**src/rtl/interval_timer.sv**
```systemverilog
module interval_timer (
  input  logic       clk,
  input  logic       rst_n,
  input  logic [1:0] addr,
  input  logic       wr_en,
  input  logic       rd_en,
  input  logic [7:0] wdata,
  output logic [7:0] rdata,
  input  logic       tick,
  input  logic [2:0] gate,
  output logic [2:0] cnt_out,
  output logic       irq
);
  localparam int NCH = 3;
  localparam logic [1:0] AC_LAT = 2'd0, AC_LO = 2'd1, AC_HI = 2'd2, AC_LH = 2'd3;
  localparam logic [2:0] MD_SQ = 3'd3, MD_STB = 3'd4;

  logic [NCH-1:0][5:0]  ctrl_q;
  logic [NCH-1:0][15:0] cnt_q;
  logic [NCH-1:0][7:0]  rbyte;
  logic [NCH-1:0]       pend_q, nullc_q, out_q;

  logic wr_ctl, rb;
  assign wr_ctl  = wr_en && addr == 2'd3;
  assign rb      = wr_ctl && wdata[7:6] == 2'b11;
  assign cnt_out = out_q;
  assign irq     = out_q[0];
  assign rdata   = (addr == 2'd3) ? 8'h00 : rbyte[addr];

  for (genvar i = 0; i < NCH; i++) begin : g_ch
    logic [5:0]  ctrl_r;
    logic [15:0] reload_r, cnt_r, lat_r;
    logic [7:0]  stg_r, st_r;
    logic        pend_r, nullc_r, armed_r, out_r, wr_hi_r, rd_hi_r, lat_v, st_v;

    logic [1:0]  acc;
    logic [2:0]  md;
    logic        sq, stb, term, sel, ctl_set, lat_cmd, rb_cnt, rb_st;
    logic        wr_dat, rd_dat, done, load_now, dec_now, expire, hi_sel;
    logic [15:0] nval, step, hiph, loph, src;

    assign acc      = ctrl_r[5:4];
    assign md       = ctrl_r[3:1];
    assign sq       = md == MD_SQ;
    assign stb      = md == MD_STB;
    assign term     = !sq && !stb;
    assign sel      = wr_ctl && wdata[7:6] == 2'(i);
    assign ctl_set  = sel && wdata[5:4] != AC_LAT;
    assign lat_cmd  = sel && wdata[5:4] == AC_LAT;
    assign rb_cnt   = rb && wdata[i+1] && !wdata[5];
    assign rb_st    = rb && wdata[i+1] && !wdata[4];
    assign wr_dat   = wr_en && addr == 2'(i);
    assign rd_dat   = rd_en && addr == 2'(i);
    assign done     = wr_dat && (acc != AC_LH || wr_hi_r);
    assign nval     = (acc == AC_LO) ? {8'h00, wdata} :
                      (acc == AC_HI) ? {wdata, 8'h00} : {wdata, stg_r};
    assign step     = sq ? 16'd2 : 16'd1;
    assign hiph     = reload_r + {15'd0, reload_r[0]};
    assign loph     = reload_r - {15'd0, reload_r[0]};
    assign load_now = tick && pend_r;
    assign dec_now  = tick && gate[i] && !pend_r;
    assign expire   = dec_now && cnt_r == step;

    always_ff @(posedge clk or negedge rst_n) begin
      if (!rst_n) begin
        ctrl_r   <= '0;
        reload_r <= '0;
        cnt_r    <= '0;
        stg_r    <= '0;
        pend_r   <= 1'b0;
        nullc_r  <= 1'b1;
        armed_r  <= 1'b0;
        out_r    <= 1'b0;
        wr_hi_r  <= 1'b0;
      end else begin
        if (ctl_set) wr_hi_r <= 1'b0;
        else if (wr_dat && acc == AC_LH) wr_hi_r <= !wr_hi_r;
        if (wr_dat && acc == AC_LH && !wr_hi_r) stg_r <= wdata;

        if (load_now) cnt_r <= sq ? hiph : reload_r;
        else if (dec_now) cnt_r <= (sq && expire) ? (out_r ? loph : hiph) : cnt_r - step;

        if (ctl_set) begin
          ctrl_r  <= wdata[5:0];
          pend_r  <= 1'b0;
          nullc_r <= 1'b1;
          armed_r <= 1'b0;
          out_r   <= (wdata[3:1] == MD_SQ) || (wdata[3:1] == MD_STB);
        end else if (done) begin
          reload_r <= nval;
          pend_r   <= 1'b1;
          nullc_r  <= 1'b1;
          armed_r  <= 1'b0;
          if (term) out_r <= 1'b0;
        end else if (load_now) begin
          pend_r  <= 1'b0;
          nullc_r <= 1'b0;
          armed_r <= 1'b1;
          if (!term) out_r <= 1'b1;
        end else if (stb && !out_r && tick) begin
          out_r <= 1'b1;
        end else if (expire && armed_r) begin
          if (sq) out_r <= !out_r;
          else begin
            out_r   <= term;
            armed_r <= 1'b0;
          end
        end
      end
    end

    always_ff @(posedge clk or negedge rst_n) begin
      if (!rst_n) begin
        lat_r   <= '0;
        lat_v   <= 1'b0;
        st_r    <= '0;
        st_v    <= 1'b0;
        rd_hi_r <= 1'b0;
      end else if (ctl_set) begin
        lat_v   <= 1'b0;
        st_v    <= 1'b0;
        rd_hi_r <= 1'b0;
      end else begin
        if ((lat_cmd || rb_cnt) && !lat_v) begin
          lat_r <= cnt_r;
          lat_v <= 1'b1;
        end
        if (rb_st && !st_v) begin
          st_r <= {out_r, nullc_r, ctrl_r};
          st_v <= 1'b1;
        end
        if (rd_dat) begin
          if (st_v) st_v <= 1'b0;
          else if (acc == AC_LH && !rd_hi_r) rd_hi_r <= 1'b1;
          else begin
            rd_hi_r <= 1'b0;
            lat_v   <= 1'b0;
          end
        end
      end
    end

    assign src      = lat_v ? lat_r : cnt_r;
    assign hi_sel   = acc == AC_HI || (acc == AC_LH && rd_hi_r);
    assign rbyte[i] = st_v ? st_r : (hi_sel ? src[15:8] : src[7:0]);
    assign ctrl_q[i]  = ctrl_r;
    assign cnt_q[i]   = cnt_r;
    assign pend_q[i]  = pend_r;
    assign nullc_q[i] = nullc_r;
    assign out_q[i]   = out_r;
  end
endmodule

```
**config.mk**
```make
export PLATFORM = sky130hd
export DESIGN_NAME = interval_timer
export DESIGN_NICKNAME = d
export VERILOG_FILES = /design/src/rtl/interval_timer.sv
export SDC_FILE = /design/constraint.sdc
export NUM_CORES = 1
export LEC_CHECK = 0
export BUFFER_PORTS_ARGS = -buffer_cell sky130_fd_sc_hd__buf_4
export CORE_AREA = 8 8 170 172
export DETAILED_ROUTE_END_ITERATION = 10
export DIE_AREA = 0 0 178 180
export PLACE_DENSITY = 0.77
export SLEW_MARGIN = 20
export SYNTH_ARGS = -nofsm -noshare
export SYNTH_HDL_FRONTEND = slang
export SYNTH_SLANG_ARGS = --single-unit
export TNS_END_PERCENT = 50
```
**constraint.sdc**
```tcl
create_clock -name clk -period 9.1 [get_ports clk]
set_input_delay 0.455 -clock clk [delete_from_list [all_inputs] [get_ports clk]]
set_output_delay 0.455 -clock clk [all_outputs]
set_load 0.1 [all_outputs]
```
## After elaboration in Yosys (flattened, before gate mapping)

Cells that the tools add are included.

| storage, ports and cells | value |
|---|---|
| register bits after elaboration | 234 |
| latch bits | 0 |
| bits in writable memories | 0 |
| ROM bits | 0 |
| bits of input ports | 18 |
| output and inout port bits | 12 |
| word-level logic and storage cells | 384 |
| memories kept | 0 |

| cells by class | value |
|---|---|
| add/sub/neg operators | 9 |
| $mul | 0 |
| divide/modulo/power cells | 0 |
| magnitude comparators | 1 |
| equal/unequal tests | 44 |
| shifts and indexed selects | 0 |
| mux-type cells | 135 |
| bitwise operators | 3 |
| reduce and logical (&&, ||, !) cells | 150 |

Operators by type and width:

| operator | count |
|---|---|
| two-way mux 16 bit | 21 |
| two-way mux 1 bit | 99 |
| two-way mux 8 bit | 11 |
| logical AND 1 bit | 74 |
| adder 16 x 1 -> 16 bit | 3 |
| equality test 16 x 2 -> 1 bit | 3 |
| subtractor 16 x 1 -> 16 bit | 3 |
| subtractor 16 x 2 -> 16 bit | 3 |
| zero test 1 bit | 26 |
| inequality test 4 bit (second input constant) | 6 |
| AND reduction 2 bit | 12 |
| equality test 2 bit (second input constant) | 10 |
| nonzero test 2 bit | 10 |
| AND reduction 3 bit | 6 |
| binary-select mux 8 bit (select 2 bit) | 1 |
| nonzero test 5 bit | 3 |
| equality test 3 x 2 -> 1 bit (second input constant) | 4 |
| equality test 3 bit (second input constant) | 4 |
| inequality test 4 x 1 -> 1 bit (second input constant) | 3 |
| nonzero test 4 bit | 3 |
| equality test 2 x 1 -> 1 bit (second input constant) | 5 |
| logical OR 1 bit | 10 |
| inequality test 3 bit (second input constant) | 3 |
| nonzero test 3 bit | 3 |
| 6 further kinds | 16 |

## Longest topological paths before layout

Gate-level depths: netlist of run 1.

| depth | value |
|---|---|
| word-level depth | 12 |
| depth in mapped cells | 12 |
| depth with buffers taken out | 10 |

## Worst setup path before layout of run 1

OpenSTA, ideal clock, no wires.

| path | value |
|---|---|
| path type | register to output |
| start point | reg g_ch[2].ctrl_r[4] |
| end point | out rdata[2] |
| data arrival time | 4.003 ns |
| required time | 8.645 ns |
| setup slack | 4.642 ns |
| stages on the path, launching flop included | 7 |
| path buffers | 1 |
| path through | dfrtp_1 > clkbuf_1 > inv_1 > o21ai_1 > mux4_2 > mux2i_1 > a221oi_1 |

| between the ends | value |
|---|---|
| longest elaborated chain between the ends | 8 |
| elaborated cells between the ends (all ways) | 9 |
| those cells by class | eq/ne: 2; mux: 5; reduce/logical: 2 |

Ends and longest elaborated chain:

| item | RTL line | source |
|---|---|---|
| start: declaration | 31 | `logic [5:0] ctrl_r;` |
| start signal: assignment | 84 | `ctrl_r <= wdata[5:0];` |
| equality test 2 bit | 144 | `assign hi_sel = acc == AC_HI \|\| (acc == AC_LH && rd_hi_r);` |
| logical AND 1 bit | 144 |  |
| logical OR 1 bit (*) | 144 |  |
| two-way mux 8 bit (*) (2 in a row) | 145 | `assign rbyte[i] = st_v ? st_r : (hi_sel ? src[15:8] : src[7:0]);` |
| binary-select mux 8 bit (select 2 bit) (*) | 28 | `assign rdata = (addr == 2'd3) ? 8'h00 : rbyte[addr];` |
| two-way mux 8 bit (implied by the code) (*) | 28 |  |
| two-way mux 8 bit (*) | 28 |  |
| end: declaration | 8 | `output logic [7:0] rdata,` |

Every way passes the cells marked *; elsewhere a longest branch is shown, timed or not. The select of a mux whose other input is x is not followed.

## Worst setup path after layout of run 1

| path | value |
|---|---|
| start point | reg g_ch[2].ctrl_r[4] |
| end point | out rdata[4] |

Same word-level chain as after synthesis.

==> flow_summary.json, run 1 <==
{
  "fmax_ghz": 0.263,
  "synth_flop_cell": "dfrtp_1",
  "cts.sinks": 234,
  "fin_cells": 1815,
  "synth_commonest_cells": "dfrtp_1, nand2_1, nor2_1, mux2_2, o21ai_0",
  "p_int_mw": 2.56,
  "tightest_slew_ps": 1020,
  "cp_max_fo": 8,
  "rsz0062_at_grt": "no",
  "clock_path_buffers": 3,
  "power_switching_share_pct": 38.7,
  "yosys-top-cells-area": "dfrtp_1, mux2_2, nand2_1",
  "cts_tree": "done",
  "synthArstFlopShare_pct": 100,
  "clkTransAtPathRegs_ps": 60,
  "grt_pass1_vias": 11400,
  "syn_nets": 1521,
  "slew_headroom_pct": 31.5,
  "cts_resized": 0,
  "cts_setup_buffers": 0,
  "dpl_cell_area_sq_um": 14300,
  "status": "complete, but fails checks",
  "initial_core_util_pct": 53.0,
  "holdBufCountCts": 0,
  "cts-htree-levels": 1,
  "layout.nets": 1485,
  "ys_ff_latch": 234,
  "clkPwrFrac_pct": 25.6,
  "overflow": 0,
  "period_needed_ps": 3800,
  "die_area_sq_um": 32000,
  "clock_latency_ps": 550,
  "vias": 11700,
  "synthDistinctLibCells": 76,
  "ir_drop_mv": 0.173,
  "seq_area_frac_synth_pct": 41.9,
  "setup_viol": 0,
  "syn_avg_cell_area_sq_um": 9.37,
  "endpoint_kind": "primary output",
  "die_w_um": 178,
  "synth.most_common_cell": "dfrtp_1",
  "die_h_um": 180,
  "dr.pass1.iters": 5,
  "slew_viol_final": 0,
  "power_density_nw_per_um2": 275,
  "boundaryPins": 30,
  "synth_enable_flop_cells": 0,
  "cp.arrival_ps": 3350,
  "dp_cells": 1768,
  "cts_root_buffer": "clkbuf_16",
  "yosys.area.top_type": "dfrtp_1",
  "wl_per_cell_um": 21.4,
  "stdcell_area_sq_um": 15200,
  "cap_violations": 0,
  "p_comb_share_pct": 31.2,
  "setup.worst_path.start_class": "flip-flop",
  "insertedDiodeCount": 0,
  "layout-drive-gt1-share_pct": 16.3,
  "synth.cell_area_sq_um": 14000,
  "wl_mm": 38.8,
  "dr.first_iter.drc_count": 1095,
  "synth_top_cell_area_share_pct": 41.4,
  "grt_max_degree": 107,
  "p_sw_mw": 1.62,
  "yosysWarnings": 0,
  "ant_nets": 0,
  "final.setup.tns_ps": 0,
  "grt_pass1_wl_mm": 62.2,
  "skew_ps": 25.0,
  "vias_per_cell": 6.44,
  "failed_checks": "negative hold slack",
  "crit_type": "reg -> out",
  "gp_congestion": 0.930,
  "worstPathRequired_ps": 8650,
  "power.share.sequential_pct": 43.2,
  "grt_usage_pct": 24.0,
  "rows": 60,
  "hold_viol_final": 27,
  "hp-class": "in -> async",
  "numCtsBuffers": 26,
  "dp_hpwl_mm": 26.8,
  "syn2layout_area_growth_pct": 8.67,
  "finish.utilization_pct": 57.6,
  "fin_crit_sh_pct": 41.8,
  "drcViolationCount": 0,
  "hold_ws_ps": -25.6,
  "p_leak_nw": 6.40,
  "grt_antenna_before_repair": 0,
  "core-area_sq_um": 26400,
  "io_buffers": 29,
  "synth_cells": 1491
}
-- critical path: stages (launching register included) --
cell	delay (ps)
dfrtp_1	500
inv_1	130
o21ai_1	820
mux4_2	380
a21oi_1	90
a221oi_1	510
buf_4	400
-- state kept, by name, summed over array words and instances (netlist names), 18 cells and up --
register	cells
g_ch.stg_r	24
g_ch.cnt_r	48
g_ch.lat_r	48
g_ch.st_r	24
g_ch.reload_r	48
g_ch.ctrl_r	18
-- routing by layer --
layer | global-route usage, % | vias to the layer above | part of all wire (%)
met5 | 0 | - | 0
met4 | 9.17 | 0 | 4.0
met3 | 3.25 | 107 | 5.8
met2 | 38.8 | 452 | 48
met1 | 32.1 | 5829 | 42
li1 | - | 5307 | -
-- kinds of logic after synthesis --
logic type | after synthesis | synth area share, %
adder cells (fa/ha/maj) | 12 | 1.24
AO/OA/AOI/OAI | 329 | 14.9
XOR/XNOR | 83 | 5.20
multiplexers | 150 | 13.8
buffers and inverters | 131 | 3.69
flip-flops | 234 | 41.9
AND/OR/NAND/NOR | 552 | 19.2
-- metrics by stage --
step / power (mW) / setup slack, ps
after floorplan: 2.69 / 4640
after global placement: 3.05 / 5840
after detailed placement: 3.10 / 5750
after CTS: 4.18 / 5320
after global routing: 4.40 / 5080
final: 4.18 / 5300
-- path summary, 6_finish.rpt --
kind	from	endpoint	slack, ps	cells after the start
max	g_ch[2].ctrl_r[4]	rdata[4]	5300	6
min	rst_n	g_ch[2].cnt_r[8]	-30	1
max reg2reg	g_ch[0].ctrl_r[2]	g_ch[0].cnt_r[10]	5690	9
min reg2reg	g_ch[0].ctrl_r[0]	g_ch[0].ctrl_r[0]	470	2
max in group asynchronous	rst_n	g_ch[0].reload_r[15]	7610	2
min in group clk	wdata[0]	g_ch[0].ctrl_r[0]	270	3
-- layout by cell type (no fill, tap or decap), types with 21 or more instances in the layout --
master / n
nor2_1: 106
a21oi_1: 62
mux4_2: 24
nand4_1: 21
a22oi_1: 30
mux2i_1: 23
o21ai_0: 101
buf_4: 44
xnor2_1: 43
nor3_1: 25
mux2_2: 102
dfrtp_1: 231
clkbuf_16: 26
nand3_1: 40
xor2_1: 40
nand2_1: 221
or3_1: 22
inv_1: 21
-- power by group through the flow --
| stage | registers (mW) | clock network (mW) | logic (mW) |
|---|---|---|---|
| after floorplan | 1.58 | 0 | 1.11 |
| after global placement | 1.79 | 0 | 1.26 |
| after detailed placement | 1.81 | 0 | 1.29 |
| after CTS | 1.79 | 1.08 | 1.30 |
| after global routing | 1.85 | 1.12 | 1.43 |
| final | 1.81 | 1.07 | 1.31 |
-- cell type report --
| cell class | count | area [sq um] |
|---|---|---|
| Sequential cell | 234 | 5860 |
| Inverter | 22 | 82.6 |
| Tap cell | 341 | 427 |
| Clock inverter | 10 | 118 |
| Timing Repair Buffer | 45 | 345 |
| Clock buffer | 37 | 752 |
| Fill cell | 2219 | 11200 |
| Multi-Input combinational cell | 1126 | 7610 |
(Power assumes the default switching activity.)
==> run 2: changes to the inputs <==
- PLACE_DENSITY: 0.77 -> 0.8
- clock period: 9.1 -> 3.16 ns (I/O delays scaled with it)
==> run 2 against run 1 <==
Effect of this change: the run now ends clean; non-clock buffer count rose by 35; routed wire length rose by 0.70%; cell area rose by 2.5%; highest routed layer unchanged.
==> flow_summary.json, run 2 (synthesized netlist as in run 1, its figures left out) <==
{
  "grt_antenna_before_repair": 0,
  "fin_cells": 1849,
  "gp_congestion": 0.954,
  "clkTransAtPathRegs_ps": 60,
  "ir_drop_mv": 1.04,
  "critPathBufInv": 3,
  "numCtsBuffers": 26,
  "final_common_cell": "dfrtp_1",
  "boundaryPins": 30,
  "r2r_start": "g_ch[0].ctrl_r[2]",
  "slew_headroom_pct": 47.4,
  "dp_hpwl_mm": 27.4,
  "grt_usage_pct": 24.4,
  "clock_path_buffers": 3,
  "overflow": 0,
  "cp_max_fo": 8,
  "dr.pass1.iters": 6,
  "vias": 11900,
  "cp.arrival_ps": 2950,
  "p_comb_share_pct": 32.8,
  "fillers": 2174,
  "p_int_mw": 7.58,
  "tightest_slew_ps": 788,
  "endpoint_kind": "primary output",
  "worstPathRequired_ps": 3000,
  "slew_viol_final": 0,
  "layout-drive-gt1-share_pct": 18.3,
  "insertedDiodeCount": 0,
  "skew_ps": 30.5,
  "cts_setup_buffers": 0,
  "grt_pass1_vias": 11600,
  "cpMostUsedCell": "buf_4",
  "worstPathCellList": "inv_1 > o21ai_1 > buf_4 > mux4_2 > mux2_2 > a32oi_1 > o211ai_1 > buf_4",
  "cap_violations": 0,
  "crit_type": "reg -> out",
  "cts_tree": "done",
  "mostFrequentLayoutCells": "dfrtp_1, nand2_1, nor2_1",
  "initial_core_util_pct": 53.0,
  "min_to": "g_ch[1].reload_r[15]",
  "period_needed_ps": 3110,
  "reg_top3": "g_ch.cnt_r (48), g_ch.lat_r (48), g_ch.reload_r (48)",
  "grt_pass1_wl_mm": 63.7,
  "crit_family": "multiplexers",
  "core-area_sq_um": 26400,
  "io_buffers": 29,
  "rrSetupSlack_ps": 160,
  "hold_viol_final": 0,
  "fin_crit_sh_pct": 98.4,
  "power.share.sequential_pct": 41.6,
  "p_sw_mw": 4.76,
  "cts_root_buffer": "clkbuf_16",
  "wl_mm": 39.1,
  "hold_start": "wdata[7]",
  "clock_latency_ps": 550,
  "rsz0062_at_grt": "no",
  "vias_per_cell": 6.46,
  "cts.sinks": 234,
  "power_density_nw_per_um2": 792,
  "clkPwrFrac_pct": 25.6,
  "hp-class": "in -> reg",
  "p_leak_nw": 6.60,
  "syn2layout_area_growth_pct": 11.4,
  "setup_viol": 0,
  "critPathSlowestCell": "dfrtp_1",
  "worstReg2RegEnd": "g_ch[0].cnt_r[14]",
  "holdPathStages": 3,
  "critical-path-max-stage-delay_ps": 470,
  "ant_nets": 0,
  "worstRegToRegCells": 10,
  "rows": 60,
  "layout.nets": 1520,
  "status": "completed",
  "dp_cells": 1795,
  "die_w_um": 178,
  "fmax_ghz": 0.322,
  "setup.worst_path.start_class": "flip-flop",
  "totalPowerFinal_mw": 12.3,
  "cts-htree-levels": 1,
  "dr.first_iter.drc_count": 1523,
  "power_switching_share_pct": 38.6,
  "wl_per_cell_um": 21.1,
  "die_area_sq_um": 32000,
  "critPathLaunch": "g_ch[0].ctrl_r[4]",
  "grt_max_degree": 77,
  "drcViolationCount": 0,
  "die_h_um": 180
}
-- run 2: cell count changes in the layout (fill, tap and decap cells not counted), moves of 5 or more --
cell	before	now
dlygate4sd3_1	0	8
a221oi_1	10	5
buf_4	44	70
a221oi_2	0	5
-- run 2: repair_timing --
item	in CTS	in global routing
hold buffers	8	0
setup endpoints to repair	0	14
gates resized for setup	0	4
endpoints found under the hold margin	69	0
-- run 2: worst reg2reg max path, stage by stage (launching register included) --
cell	delay (ps)
dfrtp_1	430
and3b_1	220
inv_1	70
ha_1	210
fa_1	220
or4b_2	660
or3_1	430
o211ai_1	240
o21ai_0	130
nor3_1	180
o31ai_1	90
-- run 2: worst max-delay path by stage --
| stage | endpoint | slack [ps] | depth (start not counted) |
|---|---|---|---|
| finish | rdata[6] | 50 | 8 |
| global route | rdata[6] | 2 | 8 |
| detailed placement | g_ch[1].cnt_r[10] | 50 | 9 |
| global placement | g_ch[1].cnt_r[4] | 190 | 9 |
| CTS | g_ch[1].cnt_r[10] | 9 | 9 |
| floorplan | rdata[5] | -910 | 6 |
-- run 2: metal layers --
metal	up-vias	share of wire (%)	GRT usage [%]	wire [um]
met1	5834	42	34.2	16300
met2	611	46	37.6	18000
met3	96	9.2	4.42	3600
li1	5399	-	-	-
met5	-	0	0	0
met4	0	3.1	7.51	1210
-- run 2: power by group through the flow --
stage | clock network, mW | registers (mW) | logic, mW
finish | 3.16 | 5.13 | 4.04
global route | 3.32 | 5.25 | 4.39
CTS | 3.21 | 5.08 | 3.99
detailed placement | 0 | 5.10 | 3.95
global placement | 0 | 5.03 | 3.85
floorplan | 0 | 4.56 | 3.22
-- run 2: layout make-up --
class | instances | area (sq um) | area share, %
Inverter | 22 | 82.6 | 0.531
Timing Repair Buffer | 80 | 641 | 4.12
Sequential cell | 234 | 5860 | 37.6
Tap cell | 341 | 427 | 2.74
Clock buffer | 36 | 758 | 4.87
Clock inverter | 10 | 146 | 0.941
Multi-Input combinational cell | 1126 | 7650 | 49.2
-- run 2: metrics by stage --
stage | setup TNS (ps) | cell area, sq um | util (%) | hold WS, ps | setup slack [ps]
2_1_floorplan | -2240 | 14000 | - | -138 | -907
3_3_place_gp | 0 | 14600 | 55.3 | 101 | 194
3_5_place_dp | 0 | 14600 | 55.3 | 106 | 46.6
4_1_cts | 0 | 15600 | 59.0 | 2.89 | 9.32
5_1_grt | 0 | 15600 | 59.1 | 35.5 | 2.17
6_report | 0 | 15600 | 59.1 | 18.8 | 51.7
